### src/rtl/rtc_pkg.sv
package rtc_pkg;
    localparam int BYTE_W  = 8;
    localparam int ADDR_W  = 3;
    localparam int NFIELDS = 6;

    localparam logic [ADDR_W-1:0] A_CARRY = 3'd6;
    localparam logic [ADDR_W-1:0] A_RUN   = 3'd7;
    localparam int DAY_IDX = 3;

    typedef enum logic [0:0] {
        ST_STOP = 1'b0,
        ST_RUN  = 1'b1
    } run_state_t;

    function automatic logic [BYTE_W-1:0] field_low(input int idx);
        return (idx == 3 || idx == 4) ? 8'h01 : 8'h00;
    endfunction

    function automatic logic [BYTE_W-1:0] field_high(input int idx);
        case (idx)
            0, 1:    return 8'h59;
            2:       return 8'h23;
            4:       return 8'h12;
            default: return 8'h99;
        endcase
    endfunction

    function automatic logic leap_bcd(input logic [BYTE_W-1:0] yr);
        logic [1:0] s;
        s = {yr[4], 1'b0} + yr[1:0];
        return (s == 2'b00);
    endfunction
endpackage

### src/rtl/rtc_month_len.sv
module rtc_month_len
    import rtc_pkg::*;
(
    input  logic [BYTE_W-1:0] month,
    input  logic [BYTE_W-1:0] year,
    output logic [BYTE_W-1:0] last_day
);
    always_comb begin
        unique case (month)
            8'h02:                      last_day = leap_bcd(year) ? 8'h29 : 8'h28;
            8'h04, 8'h06, 8'h09, 8'h11: last_day = 8'h30;
            default:                    last_day = 8'h31;
        endcase
    end
endmodule

### src/rtl/rtc_bcd_field.sv
module rtc_bcd_field
    import rtc_pkg::*;
#(
    parameter logic [BYTE_W-1:0] RST_VAL = 8'h00
) (
    input  logic              clk,
    input  logic              rst_n,
    input  logic              wr_en,
    input  logic [BYTE_W-1:0] wdata,
    input  logic              inc,
    input  logic [BYTE_W-1:0] lo,
    input  logic [BYTE_W-1:0] hi,
    output logic [BYTE_W-1:0] q
);
    logic [BYTE_W-1:0] q_next;

    always_comb begin
        q_next = q;
        if (wr_en)
            q_next = wdata;
        else if (inc) begin
            if (q >= hi)
                q_next = lo;
            else if (q[3:0] >= 4'd9)
                q_next = {q[7:4] + 4'd1, 4'd0};
            else
                q_next = {q[7:4], q[3:0] + 4'd1};
        end
    end

    always_ff @(posedge clk or negedge rst_n) begin
        if (!rst_n) q <= RST_VAL;
        else        q <= q_next;
    end

    AST_WRAP_TO_LOW: assert property (@(posedge clk) disable iff (!rst_n)
        (inc && !wr_en && q >= hi) |=> (q == $past(lo))) else $error("wrap");
    AST_LOAD_TAKES: assert property (@(posedge clk) disable iff (!rst_n)
        wr_en |=> (q == $past(wdata))) else $error("load");
endmodule

### src/rtl/rtc_ctrl.sv
module rtc_ctrl
    import rtc_pkg::*;
(
    input  logic clk,
    input  logic rst_n,
    input  logic run_we,
    input  logic run_stop_bit,
    input  logic run_en_bit,
    input  logic run_start_bit,
    input  logic carry_we,
    input  logic carry_keep_bit,
    input  logic carry_ie_bit,
    input  logic adv,
    output logic running,
    output logic carry_flag,
    output logic carry_ie,
    output logic irq
);
    run_state_t state, state_next;

    always_ff @(posedge clk or negedge rst_n) begin
        if (!rst_n) state <= ST_STOP;
        else        state <= state_next;
    end

    always_comb begin
        state_next = state;
        unique case (state)
            ST_STOP: if (run_we && !run_stop_bit && run_en_bit && run_start_bit)
                         state_next = ST_RUN;
            ST_RUN:  if (run_we && (run_stop_bit || !run_en_bit || !run_start_bit))
                         state_next = ST_STOP;
        endcase
    end

    always_ff @(posedge clk or negedge rst_n) begin
        if (!rst_n) begin
            carry_flag <= 1'b0;
            carry_ie   <= 1'b0;
        end else begin
            if (carry_we) carry_ie <= carry_ie_bit;
            carry_flag <= adv | (carry_flag & (!carry_we | carry_keep_bit));
        end
    end

    always_comb begin
        running = (state == ST_RUN);
        irq     = carry_flag & carry_ie;
    end

    AST_CARRY_SET: assert property (@(posedge clk) disable iff (!rst_n)
        adv |=> carry_flag) else $error("carry set");
    AST_CARRY_CLEAR: assert property (@(posedge clk) disable iff (!rst_n)
        (carry_we && !carry_keep_bit && !adv) |=> !carry_flag) else $error("carry clr");
    AST_STOP_ENTRY: assert property (@(posedge clk) disable iff (!rst_n)
        (run_we && run_stop_bit) |=> (state == ST_STOP)) else $error("stop");
    AST_ADV_ONLY_RUN: assert property (@(posedge clk) disable iff (!rst_n)
        adv |-> (state == ST_RUN)) else $error("adv");
endmodule

### src/rtl/bcd_rtc.sv
module bcd_rtc
    import rtc_pkg::*;
(
    input  logic              clk,
    input  logic              rst_n,
    input  logic              tick_1hz,
    input  logic              bus_sel,
    input  logic              bus_we,
    input  logic [ADDR_W-1:0] bus_addr,
    input  logic [BYTE_W-1:0] bus_wdata,
    output logic [BYTE_W-1:0] bus_rdata,
    output logic              carry_irq
);
    logic                wr;
    logic                cnt_wr;
    logic                running, cflag, cie, adv;
    logic [BYTE_W-1:0]   q_v  [NFIELDS];
    logic [BYTE_W-1:0]   hi_v [NFIELDS];
    logic [NFIELDS-1:0]  inc_v;
    logic [BYTE_W-1:0]   last_day;

    assign wr     = bus_sel & bus_we;
    assign cnt_wr = wr && (int'(bus_addr) < NFIELDS);
    assign adv    = running & tick_1hz & ~cnt_wr;

    rtc_month_len u_mlen (
        .month    (q_v[4]),
        .year     (q_v[5]),
        .last_day (last_day)
    );

    assign inc_v[0] = adv;

    for (genvar i = 0; i < NFIELDS; i++) begin : g_field
        if (i == DAY_IDX) begin : g_day
            assign hi_v[i] = last_day;
        end else begin : g_fix
            assign hi_v[i] = field_high(i);
        end
        if (i > 0) begin : g_chain
            assign inc_v[i] = inc_v[i-1] & (q_v[i-1] >= hi_v[i-1]);
        end
        rtc_bcd_field #(.RST_VAL(field_low(i))) u_fld (
            .clk   (clk),
            .rst_n (rst_n),
            .wr_en (wr && (bus_addr == ADDR_W'(i))),
            .wdata (bus_wdata),
            .inc   (inc_v[i]),
            .lo    (field_low(i)),
            .hi    (hi_v[i]),
            .q     (q_v[i])
        );
    end

    rtc_ctrl u_ctrl (
        .clk            (clk),
        .rst_n          (rst_n),
        .run_we         (wr && bus_addr == A_RUN),
        .run_stop_bit   (bus_wdata[0]),
        .run_en_bit     (bus_wdata[1]),
        .run_start_bit  (bus_wdata[2]),
        .carry_we       (wr && bus_addr == A_CARRY),
        .carry_keep_bit (bus_wdata[0]),
        .carry_ie_bit   (bus_wdata[1]),
        .adv            (adv),
        .running        (running),
        .carry_flag     (cflag),
        .carry_ie       (cie),
        .irq            (carry_irq)
    );

    always_comb begin
        if (bus_addr == A_RUN)
            bus_rdata = {5'd0, running, running, 1'b0};
        else if (bus_addr == A_CARRY)
            bus_rdata = {6'd0, cie, cflag};
        else
            bus_rdata = q_v[bus_addr];
    end

    AST_STOPPED_HOLDS: assert property (@(posedge clk) disable iff (!rst_n)
        (!running && !cnt_wr) |=> $stable(q_v[0])) else $error("held");
    AST_WRITE_BEATS_TICK: assert property (@(posedge clk) disable iff (!rst_n)
        (wr && bus_addr == 3'd0) |=> (q_v[0] == $past(bus_wdata))) else $error("wbt");
    AST_IRQ_FOLLOWS: assert property (@(posedge clk) disable iff (!rst_n)
        (cflag && cie) |-> carry_irq) else $error("irq");
endmodule

### config.mk
export PLATFORM = sky130hd
export DESIGN_NAME = bcd_rtc
export DESIGN_NICKNAME = d
export VERILOG_FILES = /design/src/rtl/rtc_pkg.sv /design/src/rtl/rtc_month_len.sv /design/src/rtl/rtc_bcd_field.sv /design/src/rtl/rtc_ctrl.sv /design/src/rtl/bcd_rtc.sv
export SDC_FILE = /design/constraint.sdc
export NUM_CORES = 1
export LEC_CHECK = 0
export ABC_AREA = 1
export BUFFER_PORTS_ARGS = -buffer_cell sky130_fd_sc_hd__buf_2
export CAP_MARGIN = 20
export CORE_ASPECT_RATIO = 0.5
export CORE_UTILIZATION = 50
export CTS_CLUSTER_SIZE = 30
export DETAILED_ROUTE_END_ITERATION = 8
export PLACE_DENSITY = 0.67
export SLEW_MARGIN = 20
export SYNTH_ARGS = -nofsm -noshare
export SYNTH_HDL_FRONTEND = slang
export SYNTH_HIERARCHICAL = 1
export SYNTH_SLANG_ARGS = --single-unit
### constraint.sdc
create_clock -name clk -period 3.47 [get_ports clk]
set_clock_uncertainty 0.15 [all_clocks]
set_input_delay 0.694 -clock clk [delete_from_list [all_inputs] [get_ports clk]]
set_output_delay 0.694 -clock clk [all_outputs]
set_load 0.01 [all_outputs]
==> results of run 1 <==
sequential cells by signal, summed over array words and instances (netlist names):
signal	count
g_field.u_fld/q	48
u_ctrl/carry_flag	1
u_ctrl/carry_ie	1
u_ctrl/running	1
cells in the mapped netlist, types with 4 or more instances:
library cell,instances
nand2_2,8
or2_2,6
nand2_1,290
o2111ai_1,5
nor2_2,9
nor2_1,135
a21o_1,6
inv_2,15
a21oi_1,46
conb_1,4
xor2_1,7
dfrtp_1,49
ha_1,80
buf_6,7
clkbuf_1,6
a22oi_1,13
o21ai_0,17
a21oi_2,7
o21ai_1,14
inv_1,175
nand3_1,100
nand3_4,6
buf_4,5
nor3_1,6
nand4_1,17
nand2_4,19
nor2_4,7
worst paths after layout:
| path | depth (start not counted) | to |
|---|---|---|
| max | 19 | g_field[5].u_fld/q[4] |
| min | 1 | g_field[1].u_fld/q[7] |
| max reg2reg | 19 | g_field[5].u_fld/q[4] |
| min reg2reg | 2 | u_ctrl/carry_flag |
| max in group asynchronous | 2 | g_field[3].u_fld/q[2] |
| min in group clk | 2 | u_ctrl/carry_flag |
area by class of cell:
cell class | instances | area (µm²) | area share (%)
Clock inverter | 1 | 5.00 | 0.0672
Multi-Input combinational cell | 902 | 4910 | 66.0
Tap cell | 170 | 213 | 2.86
Sequential cell | 51 | 1280 | 17.2
Timing Repair Buffer | 32 | 180 | 2.42
Inverter | 192 | 726 | 9.74
Clock buffer | 7 | 133 | 1.78
metal layers:
layer / share of wire, % / GRT usage (%) / vias to the layer above
li1: - / - / 3536
met3: 7.3 / 5.45 / 29
met5: 0 / 0 / -
met2: 43 / 42.7 / 173
met1: 48 / 35.5 / 3035
met4: 1.7 / 6.63 / 0
worst max-delay path, cell delays in order, from the launching register on:
cell,delay [ns]
dfrtp_1,0.48
nor2_1,0.17
nand2_1,0.10
inv_2,0.07
nand4_2,0.11
inv_2,0.09
inv_1,0.04
ha_1,0.28
a21oi_1,0.15
nand2_1,0.07
nand2_1,0.06
nand3_1,0.08
nand3_2,0.10
nor2_2,0.04
nor2_1,0.33
inv_2,0.12
nand2_4,0.12
nor2_1,0.05
nand2_1,0.06
nand2_1,0.05
cell families (layout without fill, tap and decap cells):
logic type,count (synthesis),count (layout)
adders and majority gates,80,80
and+or+nand+nor,608,608
other,4,93
DFF,51,51
xor gates and xnor gates,7,7
AOI/OAI and AO/OA,114,114
buffers and inverters,210,232
through the flow:
step                cell area, µm²  util, %  setup slack [ns]  instances
finish                        7450     57.8             0.644       1355
CTS                           7450     57.8             0.645       1355
global route                  7450     57.8             0.354       1355
global placement              7310     56.7             0.755       1347
detailed placement            7310     56.7             0.668       1347
floorplan                     7060        -              1.02       1163
power breakdown:
group          switching, mW  total, mW  internal, mW
Clock                  0.237      0.505         0.268
Combinational           1.19       1.98         0.788
Sequential             0.406       1.16         0.759
Total                   1.83       3.65          1.82
==> flow_metrics.env, run 1 <==
export IMPL_status="complete, no violations"
export IMPL_async_flop_share_pct=100
export IMPL_vias_per_cell=5.00
export IMPL_cp_data_arrival_time_ns=2.87
export IMPL_synth_area_top_cells="dfrtp_1, nand2_1, ha_1, inv_1, nor2_1"
export IMPL_r2r_slack_ns=0.64
export IMPL_cp_start_kind="register"
export IMPL_die_h_um=84.0
export IMPL_fmax_mhz=354
export IMPL_portBuffers=24
export IMPL_cts_sinks=51
export IMPL_antenna_found_initial=0
export IMPL_layout_nets=1280
export IMPL_grt_pass1_wl_um=29800
export IMPL_synth_mux_area_fraction_pct=0
export IMPL_overflow=0
export IMPL_dr_pass1_iters=5
export IMPL_io_pins=25
export IMPL_clockBufferDepth=2
export IMPL_cellLeakagePower_nw=4.40
export IMPL_cts_root_buf="clkbuf_16"
export IMPL_layout_commonest_cell="nand2_1"
export IMPL_initial_utilization_pct=52.2
export IMPL_drc=0
export IMPL_synth_xor_area_share_pct=0.912
export IMPL_drv_slew=0
export IMPL_synth_top_area_share_pct=18.2
export IMPL_required_ns=3.51
export IMPL_grt_pass1_vias=6205
export IMPL_netlist_instances=1074
export IMPL_path_clk_slew_ns=0.07
export IMPL_syn_avg_cell_area_um2=6.26
export IMPL_synth_adder_area_share_pct=14.9
export IMPL_cts_setup_buffers=0
export IMPL_postCtsResizedCells=0
export IMPL_synth_warnings=6
export IMPL_maxCapViolations=0
export IMPL_rsz0062_at_grt="no"
export IMPL_final_setup_viol_count=0
export IMPL_tns_ns=0
export IMPL_htreeDepth=2
export IMPL_fp_row_count=29
export IMPL_synth_edf_count=0
export IMPL_synth_top_area_cell="dfrtp_1"
export IMPL_ant_nets=0
export IMPL_die_area_mm2=0.0139
export IMPL_layout_drive_gt1_share_pct=10.2
export IMPL_tightest_slew_ns=0.631
export IMPL_synth_top_family_by_area="simple AND/OR/NAND/NOR gates"
export IMPL_synth_compound_area_share_pct=10.1
export IMPL_cts_hold_buf=0
export IMPL_ys_ff_latch=51
export IMPL_power_mw=3.65
export IMPL_r2r_start="g_field[4].u_fld/q[6]"
export IMPL_holdWs_ns=0.118
export IMPL_cp_end_kind="register"
export IMPL_wl_per_cell_um=12.8
export IMPL_period_minus_slack_ns=2.83
export IMPL_clock_latency_ns=0.30
export IMPL_n_fill_cell=1292
export IMPL_hold_class="input port to async pin"
export IMPL_area_delta_synth_final_pct=10.8
export IMPL_ys_types=38
export IMPL_core_mm2=0.0129
export IMPL_critical_path_class="register to register"
export IMPL_diodes=0
export IMPL_die_w_um=166
export IMPL_synth_seq_area_share_pct=19.0
export IMPL_vdd_ir_drop_max_v=0.000204
export IMPL_fin_crit_sh_pct=81.4
export IMPL_max_slew_margin_pct=57.8
export IMPL_critPathMaxFanout=9
export IMPL_hold_viol=0
export IMPL_numCtsBuffers=5
export IMPL_worstSetupStartpoint="g_field[4].u_fld/q[6]"
export IMPL_drt_initial_drc_count=627
export IMPL_cts_tree="built"
export IMPL_place_congestion=0.946
export IMPL_track_usage_pct=26.3
export IMPL_grt_max_degree=41
export IMPL_syn_cell_area_mm2=0.00672
export IMPL_via_count=6773
export IMPL_p_per_area_mw_per_mm2=490
export IMPL_layout_common_cells="nand2_1, inv_1, nor2_1, nand3_1, conb_1"
export IMPL_wirelength_um=17400
export IMPL_synth_flop_cell="dfrtp_1"
export IMPL_hpwl_um=13700
export IMPL_synth_simple_area_share_pct=42.0
Note: power is estimated with default switching activity, not from simulation.
==> inputs of run 2 (changes only) <==
==> constraint.sdc (replaced) <==
create_clock -name clk -period 2.7 [get_ports clk]
set_clock_uncertainty 0.15 [all_clocks]
set_input_delay 0.54 -clock clk [delete_from_list [all_inputs] [get_ports clk]]
set_output_delay 0.54 -clock clk [all_outputs]
set_load 0.01 [all_outputs]
==> run 2 against run 1 <==
Non-clock buffer count increased by 21. Sequential power rose by 18%. Clock-buffer cell count is 2 lower. Die area did not move. Clock power rose by 48%. Critical path type unchanged. Largest cell class unchanged. Design area up 3.2%.
==> flow_metrics.env, run 2 (synthesis gave the netlist of run 1 again) <==
export IMPL_grt_max_degree=20
export IMPL_critical_path_class="register to register"
export IMPL_io_pins=25
export IMPL_hold_viol=0
export IMPL_p_int_mw=2.53
export IMPL_slowest_stage="dfrtp_1"
export IMPL_clock_latency_ns=0.30
export IMPL_numCtsBuffers=5
export IMPL_ant_nets=0
export IMPL_power_mw=4.94
export IMPL_portBuffers=24
export IMPL_required_ns=2.78
export IMPL_layout_commonest_cell="nand2_1"
export IMPL_die_area_mm2=0.0139
export IMPL_cp_data_arrival_time_ns=2.60
export IMPL_critPathCapture="g_field[5].u_fld/q[0]"
export IMPL_cellLeakagePower_nw=4.53
export IMPL_overflow=0
export IMPL_holdWs_ns=0.0257
export IMPL_fin_crit_sh_pct=93.5
export IMPL_drt_initial_drc_count=464
export IMPL_tightest_slew_ns=0.598
export IMPL_layout_drive_gt1_share_pct=12.8
export IMPL_fmax_mhz=396
export IMPL_vdd_ir_drop_max_v=0.000278
export IMPL_timing_rr_end="g_field[5].u_fld/q[0]"
export IMPL_antenna_found_initial=0
export IMPL_die_h_um=84.0
export IMPL_die_w_um=166
export IMPL_n_fill_cell=1256
export IMPL_cts_root_buf="clkbuf_16"
export IMPL_pwr_share_clk_pct=15.1
export IMPL_critPathBufInv=3
export IMPL_max_flop_register="g_field.u_fld/q"
export IMPL_track_usage_pct=27.4
export IMPL_slowest_delay_ns=0.40
export IMPL_layout_common_cells="nand2_1, inv_1, nor2_1, nand3_1, conb_1"
export IMPL_initial_utilization_pct=52.2
export IMPL_swShare_pct=48.9
export IMPL_path_depth=19
export IMPL_dr_pass1_iters=5
export IMPL_clockBufferDepth=2
export IMPL_r2r_cells=19
export IMPL_place_area_mm2=0.00746
export IMPL_cts_hold_buf=0
export IMPL_p_sw_mw=2.42
export IMPL_vias_per_cell=4.98
export IMPL_crit_chain="buf_6 -> inv_1 -> nand2_1 -> nor2_1 -> nand2_1 -> nand3_2 -> nand2_2 -> ha_1 -> o21bai_1 -> nand2_1 -> nand2_1 -> nand2_1 -> nand3_1 -> nand3_2 -> nor2_4 -> inv_1 -> nor2_2 -> o21ai_1 -> o21ai_1"
export IMPL_post_route_util_pct=59.7
export IMPL_wl_per_cell_um=13.1
export IMPL_place_congestion=0.979
export IMPL_wirelength_um=18000
export IMPL_fp_row_count=29
export IMPL_seq_power_share_pct=27.7
export IMPL_cts_sinks=51
export IMPL_r2r_slack_ns=0.18
export IMPL_critPathMaxFanout=8
export IMPL_period_minus_slack_ns=2.52
export IMPL_hold_class="input port to async pin"
export IMPL_r2r_start="g_field[4].u_fld/q[6]"
export IMPL_p_per_area_mw_per_mm2=644
export IMPL_diodes=0
export IMPL_cts_tree="built"
export IMPL_layout_nets=1301
export IMPL_combinationalPowerShare_pct=57.2
export IMPL_via_count=6847
export IMPL_final_cell_area_mm2=0.00768
export IMPL_drc=0
export IMPL_path_clk_slew_ns=0.08
export IMPL_drv_slew=0
export IMPL_grt_pass1_vias=6390
export IMPL_path_delay_family="simple AND/OR/NAND/NOR gates"
export IMPL_cp_end_kind="register"
export IMPL_grt_pass1_wl_um=31000
export IMPL_hpwl_um=14300
export IMPL_final_setup_viol_count=0
export IMPL_largest_register_ffs=48
export IMPL_area_delta_synth_final_pct=14.3
export IMPL_cp_start_kind="register"
export IMPL_worstSetupStartpoint="g_field[4].u_fld/q[6]"
export IMPL_max_slew_margin_pct=60.0
export IMPL_htreeDepth=2
export IMPL_cp_common_cell="nand2_1"
export IMPL_core_mm2=0.0129
export IMPL_maxCapViolations=0
export IMPL_status="complete, no violations"
run 2: cell count changes in the layout (fill, tap and decap cells not counted), sizes merged:
cell	previous run	this run
clkbuf	7	5
buf	32	53
bufinv	0	1
clkinv	3	4
run 2: layer usage:
metal / part of all wire, % / global-route usage [%] / up-vias / routed length, µm
li1: - / - / 3567 / -
met1: 48 / 37.3 / 3076 / 8710
met2: 43 / 44.8 / 176 / 7760
met3: 6.4 / 4.84 / 28 / 1150
met4: 1.9 / 7.05 / 0 / 337
met5: 0 / 0 / - / 0
run 2: worst min-delay path by stage:
stage / start / cells past startpoint / to
after floorplan: rst_n / 0 / g_field[0].u_fld/q[0]
after global placement: u_ctrl/carry_flag / 2 / u_ctrl/carry_flag
after detailed placement: u_ctrl/carry_flag / 2 / u_ctrl/carry_flag
after CTS: rst_n / 1 / g_field[2].u_fld/q[7]
after global routing: rst_n / 1 / g_field[2].u_fld/q[4]
final: rst_n / 1 / g_field[2].u_fld/q[4]
run 2: timing repair:
item | CTS | global route
gates resized for setup | 0 | 17
setup buffers | 0 | 1
endpoints found under the setup margin | 0 | 11
run 2: through the flow:
stage | TNS (ns) | instances | setup slack [ns]
floorplan | 0 | 1163 | 0.248
global placement | 0 | 1367 | 0.169
detailed placement | 0 | 1367 | 0.102
CTS | 0 | 1375 | 0.0814
global route | -0.0604 | 1376 | -0.0409
finish | 0 | 1376 | 0.176
run 2: cell type report:
cell class	count	area (µm²)	area share, %
clock buffers	5	125	1.63
clock inverters	3	43.8	0.570
inverters	192	726	9.44
multi-input cells	902	4950	64.4
flip-flops and latches	51	1280	16.7
well taps	170	213	2.77
repair buffers	53	349	4.54
run 2: worst reg2reg max path, cell delays in order (launching register included):
cell and delay (ns):
dfrtp_1 0.40, buf_6 0.15, inv_1 0.05, nand2_1 0.05
nor2_1 0.11, nand2_1 0.08, nand3_2 0.09, nand2_2 0.06
ha_1 0.18, o21bai_1 0.14, nand2_1 0.07, nand2_1 0.05
nand2_1 0.04, nand3_1 0.08, nand3_2 0.12, nor2_4 0.17
inv_1 0.06, nor2_2 0.15, o21ai_1 0.09, o21ai_1 0.15
run 2: power groups by stage:
stage / logic (mW) / clock network, mW / registers, mW
2_1_floorplan: 2.10 / 0 / 1.27
3_3_place_gp: 2.70 / 0 / 1.37
3_5_place_dp: 2.78 / 0 / 1.37
4_1_cts: 2.79 / 0.763 / 1.36
5_1_grt: 3.25 / 0.791 / 1.41
6_report: 2.83 / 0.745 / 1.37
